==> src/rtl/pt_walk_pkg.sv <==
// Package: shared entry bit positions, fault codes and walk state encoding
// for the two-level page table walker. Assumes 32-bit entries.
package pt_walk_pkg;

    localparam int BIT_P  = 0;  // present
    localparam int BIT_W  = 1;  // writeable
    localparam int BIT_U  = 2;  // user accessible
    localparam int BIT_WT = 3;  // write-through
    localparam int BIT_CD = 4;  // cache disable
    localparam int BIT_A  = 5;  // accessed
    localparam int BIT_D  = 6;  // dirty (second level only)
    localparam int BIT_L  = 7;  // large page (directory only)

    typedef enum logic [1:0] {
        CAUSE_NONE        = 2'd0,
        CAUSE_NOT_PRESENT = 2'd1,
        CAUSE_PROTECTION  = 2'd2
    } fault_cause_e;

    typedef enum logic [2:0] {
        ST_IDLE,
        ST_DIR_REQ,
        ST_DIR_WAIT,
        ST_TBL_REQ,
        ST_TBL_WAIT,
        ST_UPD_REQ
    } walk_state_e;

endpackage

==> src/rtl/ptw_addr_gen.sv <==
// Module: ptw_addr_gen
// Purely combinational address arithmetic for the walker: builds the byte
// addresses of the directory and table entries and the final physical
// address for small and large pages.
// Assumes 4-byte entries and DIR_W + TBL_W + OFF_W == ADDR_W.
module ptw_addr_gen #(
    parameter int ADDR_W = 32,
    parameter int DIR_W  = 10,
    parameter int TBL_W  = 10,
    parameter int OFF_W  = 12
) (
    input  logic [ADDR_W-1:0]       va,
    input  logic [ADDR_W-OFF_W-1:0] base_frame,
    input  logic [ADDR_W-OFF_W-1:0] dir_frame,
    input  logic [ADDR_W-OFF_W-1:0] leaf_frame,
    output logic [ADDR_W-1:0]       dir_addr,
    output logic [ADDR_W-1:0]       tbl_addr,
    output logic [ADDR_W-1:0]       pa_small,
    output logic [ADDR_W-1:0]       pa_large
);
    localparam int LARGE_OFF_W = TBL_W + OFF_W;
    localparam int ENTRY_SH    = 2;

    logic [DIR_W-1:0] dir_idx;
    logic [TBL_W-1:0] tbl_idx;

    // Split the virtual address into its two index fields.
    always_comb begin
        dir_idx = va[ADDR_W-1 -: DIR_W];
        tbl_idx = va[OFF_W +: TBL_W];
    end

    // Form entry addresses from a table frame plus a scaled index.
    always_comb begin
        dir_addr = {base_frame, {OFF_W{1'b0}}} | (ADDR_W'(dir_idx) << ENTRY_SH);
        tbl_addr = {dir_frame,  {OFF_W{1'b0}}} | (ADDR_W'(tbl_idx) << ENTRY_SH);
    end

    // Combine the leaf frame with the untranslated offset bits.
    always_comb begin
        pa_small = {leaf_frame, va[OFF_W-1:0]};
        pa_large = {leaf_frame[ADDR_W-OFF_W-1:TBL_W], va[LARGE_OFF_W-1:0]};
    end

endmodule

==> src/rtl/ptw_entry_check.sv <==
// Module: ptw_entry_check
// Combinational judgement of one fetched entry: presence, permission against
// the access, and whether the final entry needs an accessed/dirty update.
// Assumes the caller gives presence priority over protection.
module ptw_entry_check
    import pt_walk_pkg::*;
#(
    parameter int ENTRY_W = 32
) (
    input  logic [ENTRY_W-1:0] entry,
    input  logic               is_leaf,
    input  logic               dirty_ok,
    input  logic               acc_write,
    input  logic               acc_user,
    output logic               not_present,
    output logic               prot_fault,
    output logic               need_update,
    output logic [ENTRY_W-1:0] updated
);
    logic set_a;
    logic set_d;

    // Presence and permission tests.
    always_comb begin
        not_present = !entry[BIT_P];
        prot_fault  = (acc_write && !entry[BIT_W]) || (acc_user && !entry[BIT_U]);
    end

    // Decide which status marks must be raised on the final entry.
    always_comb begin
        set_a       = !entry[BIT_A];
        set_d       = dirty_ok && acc_write && !entry[BIT_D];
        need_update = is_leaf && (set_a || set_d);
        updated     = entry | (ENTRY_W'(1) << BIT_A)
                            | (set_d ? (ENTRY_W'(1) << BIT_D) : '0);
    end

endmodule

==> src/rtl/pt_walker.sv <==
// Module: pt_walker
// Walks a two-level page table for one request at a time: directory read,
// optional second-level read, permission checks, optional write-back of the
// accessed/dirty marks, then a done or fault pulse.
// Assumes a memory that answers each read with mem_rsp_valid one or more
// cycles after the handshake, and completes writes at the handshake.
module pt_walker
    import pt_walk_pkg::*;
#(
    parameter int ADDR_W = 32,
    parameter int DIR_W  = 10,
    parameter int TBL_W  = 10,
    parameter int OFF_W  = 12
) (
    input  logic                    clk,
    input  logic                    rst_n,
    input  logic                    req_valid,
    input  logic [ADDR_W-1:0]       req_va,
    input  logic                    req_write,
    input  logic                    req_user,
    input  logic [ADDR_W-OFF_W-1:0] page_dir_base,
    output logic                    busy,
    output logic                    mem_req_valid,
    input  logic                    mem_req_ready,
    output logic                    mem_req_we,
    output logic [ADDR_W-1:0]       mem_req_addr,
    output logic [ADDR_W-1:0]       mem_req_wdata,
    input  logic                    mem_rsp_valid,
    input  logic [ADDR_W-1:0]       mem_rsp_rdata,
    output logic                    walk_done,
    output logic                    walk_fault,
    output logic [1:0]              fault_cause,
    output logic [ADDR_W-1:0]       phys_addr,
    output logic                    page_wt,
    output logic                    page_cd
);
    localparam int FRAME_W = ADDR_W - OFF_W;

    walk_state_e        state;
    logic [ADDR_W-1:0]  va_q;
    logic               wr_q;
    logic               user_q;
    logic [FRAME_W-1:0] base_q;
    logic [FRAME_W-1:0] dir_frame_q;
    logic [ADDR_W-1:0]  upd_addr_q;
    logic [ADDR_W-1:0]  upd_data_q;
    logic [ADDR_W-1:0]  pa_q;
    logic               wt_q;
    logic               cd_q;
    logic               done_q;
    logic               fault_q;
    fault_cause_e       cause_q;

    logic [ADDR_W-1:0]  dir_addr;
    logic [ADDR_W-1:0]  tbl_addr;
    logic [ADDR_W-1:0]  pa_small;
    logic [ADDR_W-1:0]  pa_large;
    logic               in_dir_wait;
    logic               chk_leaf;
    logic               chk_np;
    logic               chk_prot;
    logic               chk_upd;
    logic [ADDR_W-1:0]  chk_entry;

    ptw_addr_gen #(
        .ADDR_W(ADDR_W), .DIR_W(DIR_W), .TBL_W(TBL_W), .OFF_W(OFF_W)
    ) i_addr_gen (
        .va         (va_q),
        .base_frame (base_q),
        .dir_frame  (dir_frame_q),
        .leaf_frame (mem_rsp_rdata[ADDR_W-1:OFF_W]),
        .dir_addr   (dir_addr),
        .tbl_addr   (tbl_addr),
        .pa_small   (pa_small),
        .pa_large   (pa_large)
    );

    // Select leaf semantics: a directory entry is final only for large pages.
    always_comb begin
        in_dir_wait = (state == ST_DIR_WAIT);
        chk_leaf    = in_dir_wait ? mem_rsp_rdata[BIT_L] : 1'b1;
    end

    ptw_entry_check #(
        .ENTRY_W(ADDR_W)
    ) i_entry_check (
        .entry       (mem_rsp_rdata),
        .is_leaf     (chk_leaf),
        .dirty_ok    (!in_dir_wait),
        .acc_write   (wr_q),
        .acc_user    (user_q),
        .not_present (chk_np),
        .prot_fault  (chk_prot),
        .need_update (chk_upd),
        .updated     (chk_entry)
    );

    // Walk sequencer: advances through reads, checks and the write-back.
    always_ff @(posedge clk) begin
        if (!rst_n) begin
            state       <= ST_IDLE;
            va_q        <= '0;
            wr_q        <= 1'b0;
            user_q      <= 1'b0;
            base_q      <= '0;
            dir_frame_q <= '0;
            upd_addr_q  <= '0;
            upd_data_q  <= '0;
            pa_q        <= '0;
            wt_q        <= 1'b0;
            cd_q        <= 1'b0;
            done_q      <= 1'b0;
            fault_q     <= 1'b0;
            cause_q     <= CAUSE_NONE;
        end else begin
            done_q  <= 1'b0;
            fault_q <= 1'b0;
            case (state)
                ST_IDLE: begin
                    if (req_valid) begin
                        va_q   <= req_va;
                        wr_q   <= req_write;
                        user_q <= req_user;
                        base_q <= page_dir_base;
                        state  <= ST_DIR_REQ;
                    end
                end
                ST_DIR_REQ: begin
                    if (mem_req_ready) state <= ST_DIR_WAIT;
                end
                ST_DIR_WAIT: begin
                    if (mem_rsp_valid) begin
                        if (chk_np) begin
                            fault_q <= 1'b1;
                            cause_q <= CAUSE_NOT_PRESENT;
                            state   <= ST_IDLE;
                        end else if (chk_prot) begin
                            fault_q <= 1'b1;
                            cause_q <= CAUSE_PROTECTION;
                            state   <= ST_IDLE;
                        end else if (mem_rsp_rdata[BIT_L]) begin
                            pa_q    <= pa_large;
                            wt_q    <= mem_rsp_rdata[BIT_WT];
                            cd_q    <= mem_rsp_rdata[BIT_CD];
                            cause_q <= CAUSE_NONE;
                            if (chk_upd) begin
                                upd_addr_q <= dir_addr;
                                upd_data_q <= chk_entry;
                                state      <= ST_UPD_REQ;
                            end else begin
                                done_q <= 1'b1;
                                state  <= ST_IDLE;
                            end
                        end else begin
                            dir_frame_q <= mem_rsp_rdata[ADDR_W-1:OFF_W];
                            state       <= ST_TBL_REQ;
                        end
                    end
                end
                ST_TBL_REQ: begin
                    if (mem_req_ready) state <= ST_TBL_WAIT;
                end
                ST_TBL_WAIT: begin
                    if (mem_rsp_valid) begin
                        if (chk_np) begin
                            fault_q <= 1'b1;
                            cause_q <= CAUSE_NOT_PRESENT;
                            state   <= ST_IDLE;
                        end else if (chk_prot) begin
                            fault_q <= 1'b1;
                            cause_q <= CAUSE_PROTECTION;
                            state   <= ST_IDLE;
                        end else begin
                            pa_q    <= pa_small;
                            wt_q    <= mem_rsp_rdata[BIT_WT];
                            cd_q    <= mem_rsp_rdata[BIT_CD];
                            cause_q <= CAUSE_NONE;
                            if (chk_upd) begin
                                upd_addr_q <= tbl_addr;
                                upd_data_q <= chk_entry;
                                state      <= ST_UPD_REQ;
                            end else begin
                                done_q <= 1'b1;
                                state  <= ST_IDLE;
                            end
                        end
                    end
                end
                ST_UPD_REQ: begin
                    if (mem_req_ready) begin
                        done_q <= 1'b1;
                        state  <= ST_IDLE;
                    end
                end
                default: state <= ST_IDLE;
            endcase
        end
    end

    // Drive the memory request from the current walk state.
    always_comb begin
        mem_req_valid = 1'b0;
        mem_req_we    = 1'b0;
        mem_req_addr  = '0;
        mem_req_wdata = upd_data_q;
        case (state)
            ST_DIR_REQ: begin
                mem_req_valid = 1'b1;
                mem_req_addr  = dir_addr;
            end
            ST_TBL_REQ: begin
                mem_req_valid = 1'b1;
                mem_req_addr  = tbl_addr;
            end
            ST_UPD_REQ: begin
                mem_req_valid = 1'b1;
                mem_req_we    = 1'b1;
                mem_req_addr  = upd_addr_q;
            end
            default: ;
        endcase
    end

    // Present the registered result to the requester.
    always_comb begin
        busy        = (state != ST_IDLE);
        walk_done   = done_q;
        walk_fault  = fault_q;
        fault_cause = cause_q;
        phys_addr   = pa_q;
        page_wt     = wt_q;
        page_cd     = cd_q;
    end

    AST_REQ_HOLD: assert property (@(posedge clk) disable iff (!rst_n)
        mem_req_valid && !mem_req_ready |=> mem_req_valid && $stable(mem_req_addr) && $stable(mem_req_we));
    AST_NO_REQ_IDLE: assert property (@(posedge clk) disable iff (!rst_n)
        !busy |-> !mem_req_valid);
    AST_OUTCOME_EXCL: assert property (@(posedge clk) disable iff (!rst_n)
        !(walk_done && walk_fault));
    AST_DONE_PULSE: assert property (@(posedge clk) disable iff (!rst_n)
        walk_done |=> !walk_done);
    AST_FAULT_CAUSE: assert property (@(posedge clk) disable iff (!rst_n)
        walk_fault |-> (fault_cause == 2'd1 || fault_cause == 2'd2));
    AST_WB_SETS_ACC: assert property (@(posedge clk) disable iff (!rst_n)
        mem_req_valid && mem_req_we |-> mem_req_wdata[BIT_A]);
    AST_BUSY_START: assert property (@(posedge clk) disable iff (!rst_n)
        $rose(busy) |-> $past(req_valid));

endmodule

==> config.mk <==
export PLATFORM = sky130hd
export DESIGN_NAME = pt_walker
export DESIGN_NICKNAME = d
export VERILOG_FILES = /design/src/rtl/pt_walk_pkg.sv /design/src/rtl/ptw_addr_gen.sv /design/src/rtl/ptw_entry_check.sv /design/src/rtl/pt_walker.sv
export SDC_FILE = /design/constraint.sdc
export NUM_CORES = 1
export LEC_CHECK = 0
export CAP_MARGIN = 25
export CORE_ASPECT_RATIO = 0.5
export CORE_MARGIN = 8
export CORE_UTILIZATION = 60
export CTS_CLUSTER_SIZE = 28
export DETAILED_ROUTE_END_ITERATION = 12
export DONT_BUFFER_PORTS = 1
export GPL_TIMING_DRIVEN = 0
export PLACE_DENSITY = 0.78
export SLEW_MARGIN = 20
export SYNTH_ARGS = -nofsm -noshare
export SYNTH_HDL_FRONTEND = slang
export SYNTH_SLANG_ARGS = --single-unit
==> constraint.sdc <==
create_clock -name clk -period 2.6 [get_ports clk]
set_input_delay 0.65 -clock clk [delete_from_list [all_inputs] [get_ports clk]]
set_output_delay 0.65 -clock clk [all_outputs]
set_load 0.05 [all_outputs]
Word-level counts from Yosys, hierarchy flattened

Cells that the tools add are included.

Bits in registers: 179
Word-level logic and storage cells: 143
Input port bits: 91

Reductions and logical operators: 24
Muxes and demuxes: 81
Bitwise gates (word level): 5
Equality and inequality tests: 19

Operators with widths:

| kind               | count |
|---|---|
| $mux 32            | 24 |
| $pmux 32 s2        | 3 |
| $pmux 32 s3        | 1 |
| $or 32x12->32      | 2 |
| $mux 3             | 12 |
| $or 32x7->32       | 1 |
| $mux 1             | 28 |
| $ne 2x2->1 const B | 12 |
| $pmux 3 s6         | 1 |
| $mux 2             | 7 |
| $reduce_and 10->1  | 1 |
| $reduce_and 8->1   | 1 |
| $mux 7             | 1 |
| $eq 3x2->1 const B | 2 |
| $eq 3x3->1 const B | 2 |
| $reduce_and 6->1   | 1 |
| $logic_and 1x1->1  | 5 |
| $logic_not 1->1    | 5 |
| $reduce_and 5->1   | 1 |
| $ne 4x3->1 const B | 1 |
| $pmux 1 s2         | 2 |
| $pmux 2 s2         | 1 |
| $reduce_and 4->1   | 1 |
| $eq 3x1->1 const B | 1 |
| other kinds (11)   | 13 |

Depth between registers and ports, before layout

Word-level depth: 12
Mapped depth: 8
Gate-level depth less buffers: 5

By module

From an unflattened synthesis, not the netlist that was laid out.

Cells, all modules: 1175
Area total of the unflattened synthesis: 9511.6 µm²

Modules (own cells, without submodules):

| module          | cells an instance | instances | sequential area each (µm²) | area each (µm²) |
|---|---|---|---|---|
| pt_walker       | 1007              | 1         | 3583.4                     | 8269.2 |
| ptw_addr_gen    | 129               | 1         | 0.0                        | 964.7 |
| ptw_entry_check | 39                | 1         | 0.0                        | 277.8 |

Worst setup path after synthesis

No wires, ideal clock.

Path kind: reg2out
Start: register state[2]
End: output mem_req_addr[21]
Cell stages (with the launch flop): 6
Required time: 1.950 ns
Setup slack: 0.095 ns
Data arrival time: 1.855 ns
Buffers on the path: 2
Cell sequence: dfxtp_1 > buf_1 > buf_1 > mux2i_1 > o22ai_1 > and2_1

Cells in the longest elaborated chain, start to end: 2

RTL lines:

| element                                  | RTL line         | text |
|---|---|---|
| start: declaration                       | pt_walker.sv:39  | `walk_state_e state;` |
| start signal: assignment                 | pt_walker.sv:101 | `state <= ST_IDLE;` |
| start signal: assignment                 | pt_walker.sv:125 | `state <= ST_DIR_REQ;` |
| start signal: assignment                 | pt_walker.sv:129 | `if (mem_req_ready) state <= ST_DIR_WAIT;` |
| $eq 3x3->1, or another cell as far along | pt_walker.sv:206 | `case (state)` |
| $pmux 32 s3 (*)                          | pt_walker.sv:206 |  |
| end: declaration                         | pt_walker.sv:26  | `output logic [ADDR_W-1:0] mem_req_addr,` |

Every way passes the cells marked *; elsewhere a longest branch is shown, timed or not.

Final worst setup path

Start: register state[2]
End: output mem_req_addr[3]

Same word-level chain as after synthesis.

==> flow_metrics.env <==
export IMPL_io_pins=196
export IMPL_cts_tree="done"
export IMPL_cts_max_level=4
export IMPL_avgSynthCellArea_um2=8.171
export IMPL_hold_class="primary input to flip-flop"
export IMPL_wire_per_inst_um=20.94
export IMPL_end_kind="output pin"
export IMPL_clock_path_buffers=2
export IMPL_regArea_um2=3543
export IMPL_cts_hold_fix_buffers=0
export IMPL_ys_ff_latch=177
export IMPL_startpoint_type="flip-flop"
export IMPL_met3_length_mm=2.880
export IMPL_finalCritPeriodShare_pct=101.5
export IMPL_cpPeakStageDelay_ns=0.42
export IMPL_p_clk_share_pct=41.8
export IMPL_cp_depth=5
export IMPL_rrSetupSlack_ns=0.23
export IMPL_topRoutingLayerUsed="met4"
export IMPL_fp_coreArea_um2=12700
export IMPL_crit_chain="buf_6 > buf_6 > mux2i_1 > o21ai_0 > and2_4"
export IMPL_drive_gt1_share_pct=13.85
export IMPL_synth_flop_cell="dfxtp_1"
export IMPL_final_common_cell="nand2_1"
export IMPL_fin_nets=1067
export IMPL_power_density_nw_per_um2=688.1
export IMPL_p_sw_share_pct=29.44
export IMPL_synth_edf_count=0
export IMPL_clkTransAtPathRegs_ns=0.08
export IMPL_postLayoutCoreUtil_pct=68.68
export IMPL_drtPass1Iterations=5
export IMPL_clock_sinks=177
export IMPL_power_mw=6.002
export IMPL_areaGrowthSynthToFinish_pct=11.43
export IMPL_numCtsBuffers=17
export IMPL_antenna_found_initial=0
export IMPL_grt_overflow=0
export IMPL_power_leakage_nw=2.875
export IMPL_failed_checks="negative setup slack"
export IMPL_internal_power_mw=4.235
export IMPL_die_h_um=96.77
export IMPL_slowest_stage="dfxtp_1"
export IMPL_finalWirelength_mm=24.27
export IMPL_dp_hpwl_mm=17.95
export IMPL_fmax_mhz=378.9
export IMPL_drc_errors=0
export IMPL_grt_pass1_wl_mm=37.38
export IMPL_die_x_um=177.5
export IMPL_grtUsageTotal_pct=27.26
export IMPL_yosys_warnings=0
export IMPL_grt_max_degree=19
export IMPL_rows=29
export IMPL_tightest_slew_ns=0.8555
export IMPL_async_flop_share_pct=0
export IMPL_viasPerCell=6.214
export IMPL_critPathMaxFanout=10
export IMPL_fin_ws_ns=-0.03922
export IMPL_clock_skew_final_ns=0.01516
export IMPL_ff2ff_path_depth=6
export IMPL_antennaDiodeCount=0
export IMPL_place_area_um2=8044
export IMPL_final_area_um2=8722
export IMPL_worstSetupPathType="flip-flop to output pin"
export IMPL_relSlewSlack_pct=42.97
export IMPL_m1WireLength_mm=9.814
export IMPL_synth_seq_area_share_pct=45.27
export IMPL_syn_area_um2=7828
export IMPL_hold_viol=0
export IMPL_insertion_delay_ns=0.44
export IMPL_syn_inst=958
export IMPL_crit_arrival_ns=1.99
export IMPL_wl_met2_mm=10.83
export IMPL_vdd_ir_drop_max_uv=512.5
export IMPL_p_comb_share_pct=10.3
export IMPL_initialDrtViolationCount=640
export IMPL_slew_viol_final=0
export IMPL_cpMostUsedCell="buf_6"
export IMPL_path_delay_family="flip-flops"
export IMPL_p_sw_mw=1.767
export IMPL_root_buffer="clkbuf_16"
export IMPL_multi_input_area_um2=3931
export IMPL_status="finished with violations"
export IMPL_drv_cap=0
export IMPL_grt_pass1_vias=6852
export IMPL_crit_buf_inv=2
export IMPL_start_util_pct=61.64
export IMPL_setup_violations=1
export IMPL_place_congestion=0.9493
export IMPL_num_vias=7202
export IMPL_cts_setup_buffers=0
export IMPL_rsz0062_at_grt="true"
export IMPL_numPortBuffers=0
export IMPL_cp_required_ns=1.95
export IMPL_ant_nets=0
export IMPL_holdPathStages=2
export IMPL_seq_power_share_pct=47.8
export IMPL_dieArea_um2=17180
export IMPL_layout_common_cells="243 x nand2_1, 177 x dfxtp_1, 105 x a21oi_1, 80 x nand3_1, 71 x mux2i_1"
export IMPL_period_minus_slack_ns=2.639
export IMPL_fill_cells=1057
export IMPL_ys_types=37
[worst register-to-register path, delay by kind of cell, from the launching register on]
kind	cells	cell delay, ns
AO/OA/AOI/OAI	1	0.17
buffers and inverters	2	0.68
flip-flops	1	0.33
AND/OR/NAND/NOR	3	1.11
[logic make-up (layout without fill, tap and decap cells)]
kind of cell / Yosys count / after routing / share of synthesized area, %
simple gates: 393 / 393 / 22.22
flops: 177 / 177 / 45.27
compound gates: 222 / 222 / 18.06
other cells: 1 / 2 / 0.04791
buf+inv: 94 / 124 / 5.323
mux: 71 / 71 / 9.079
[metal layers]
layer / vias up / global-route usage (%)
met2: 376 / 42.24
met4: 0 / 9.873
met5: - / 0
met3: 64 / 8.999
met1: 3434 / 34.86
li1: 3328 / -
[worst paths after layout]
| check | from | endpoint |
|---|---|---|
| max reg2reg | state[1] | va_q[31] |
| min reg2reg | va_q[4] | phys_addr[4] |
| min | page_dir_base[17] | base_q[17] |
| max | state[2] | mem_req_addr[3] |
[cell usage after synthesis, types with 2 or more instances]
cell | n | area [um^2]
nor2_1 | 16 | 60.06
o21a_1 | 2 | 15.01
mux2i_1 | 71 | 710.7
nand3_1 | 80 | 400.4
and2_1 | 33 | 206.5
nand2_1 | 243 | 912.1
or3_1 | 2 | 12.51
buf_4 | 4 | 30.03
a21oi_1 | 105 | 525.5
buf_6 | 4 | 45.04
dfxtp_1 | 177 | 3543
inv_1 | 3 | 11.26
o21ai_0 | 49 | 245.2
nor3_1 | 3 | 15.01
buf_1 | 15 | 56.30
o31ai_2 | 30 | 375.4
o22ai_1 | 19 | 118.9
nor2b_1 | 8 | 50.05
inv_2 | 2 | 7.510
clkbuf_1 | 51 | 191.4
buf_2 | 15 | 75.07
a211oi_1 | 11 | 82.58
[power by group through the flow]
stage	sequential (mW)	clock, mW	combinational, mW
after floorplan	2.91	0	0.456
after global placement	2.93	0	0.574
after detailed placement	2.93	0	0.589
after CTS	2.87	2.50	0.604
after global routing	2.88	2.61	0.677
final	2.87	2.51	0.621
[state kept, by name (all words and copies together), names as in the netlist]
register and flops:
base_q 20, dir_frame_q 20, upd_addr_q 30, phys_addr 32
mem_req_wdata 32, page_cd 1, page_wt 1, walk_done 1
user_q 1, wr_q 1, walk_fault 1, state 3
va_q 32, fault_cause 2
[timing repair]
action	in CTS	in global routing
cloned	0	0
gates resized for setup	57	27
setup endpoints to repair	31	33
[per-stage QoR]
step	setup WS (ns)	instances	hold slack (ns)	setup TNS [ns]
5_1_grt	-0.002717	1159	0.3362	-0.005259
4_1_cts	-0.06465	1161	0.3380	-1.085
3_5_place_dp	-0.5539	1129	0.4458	-9.669
2_1_floorplan	0.09453	959	0.4318	0
6_report	-0.03922	1159	0.3370	-0.03922
3_3_place_gp	-0.5370	1129	0.4374	-9.158
[cell type report]
type,instances,share of cell area [%]
Buffer,87,5.078
Clock buffer,18,4.920
Clock inverter,14,1.650
Inverter,5,0.2152
Multi-Input combinational cell,688,45.07
Sequential cell,177,40.63
Tap cell,170,2.439
No activity file was read; power rests on OpenSTA's default activity.
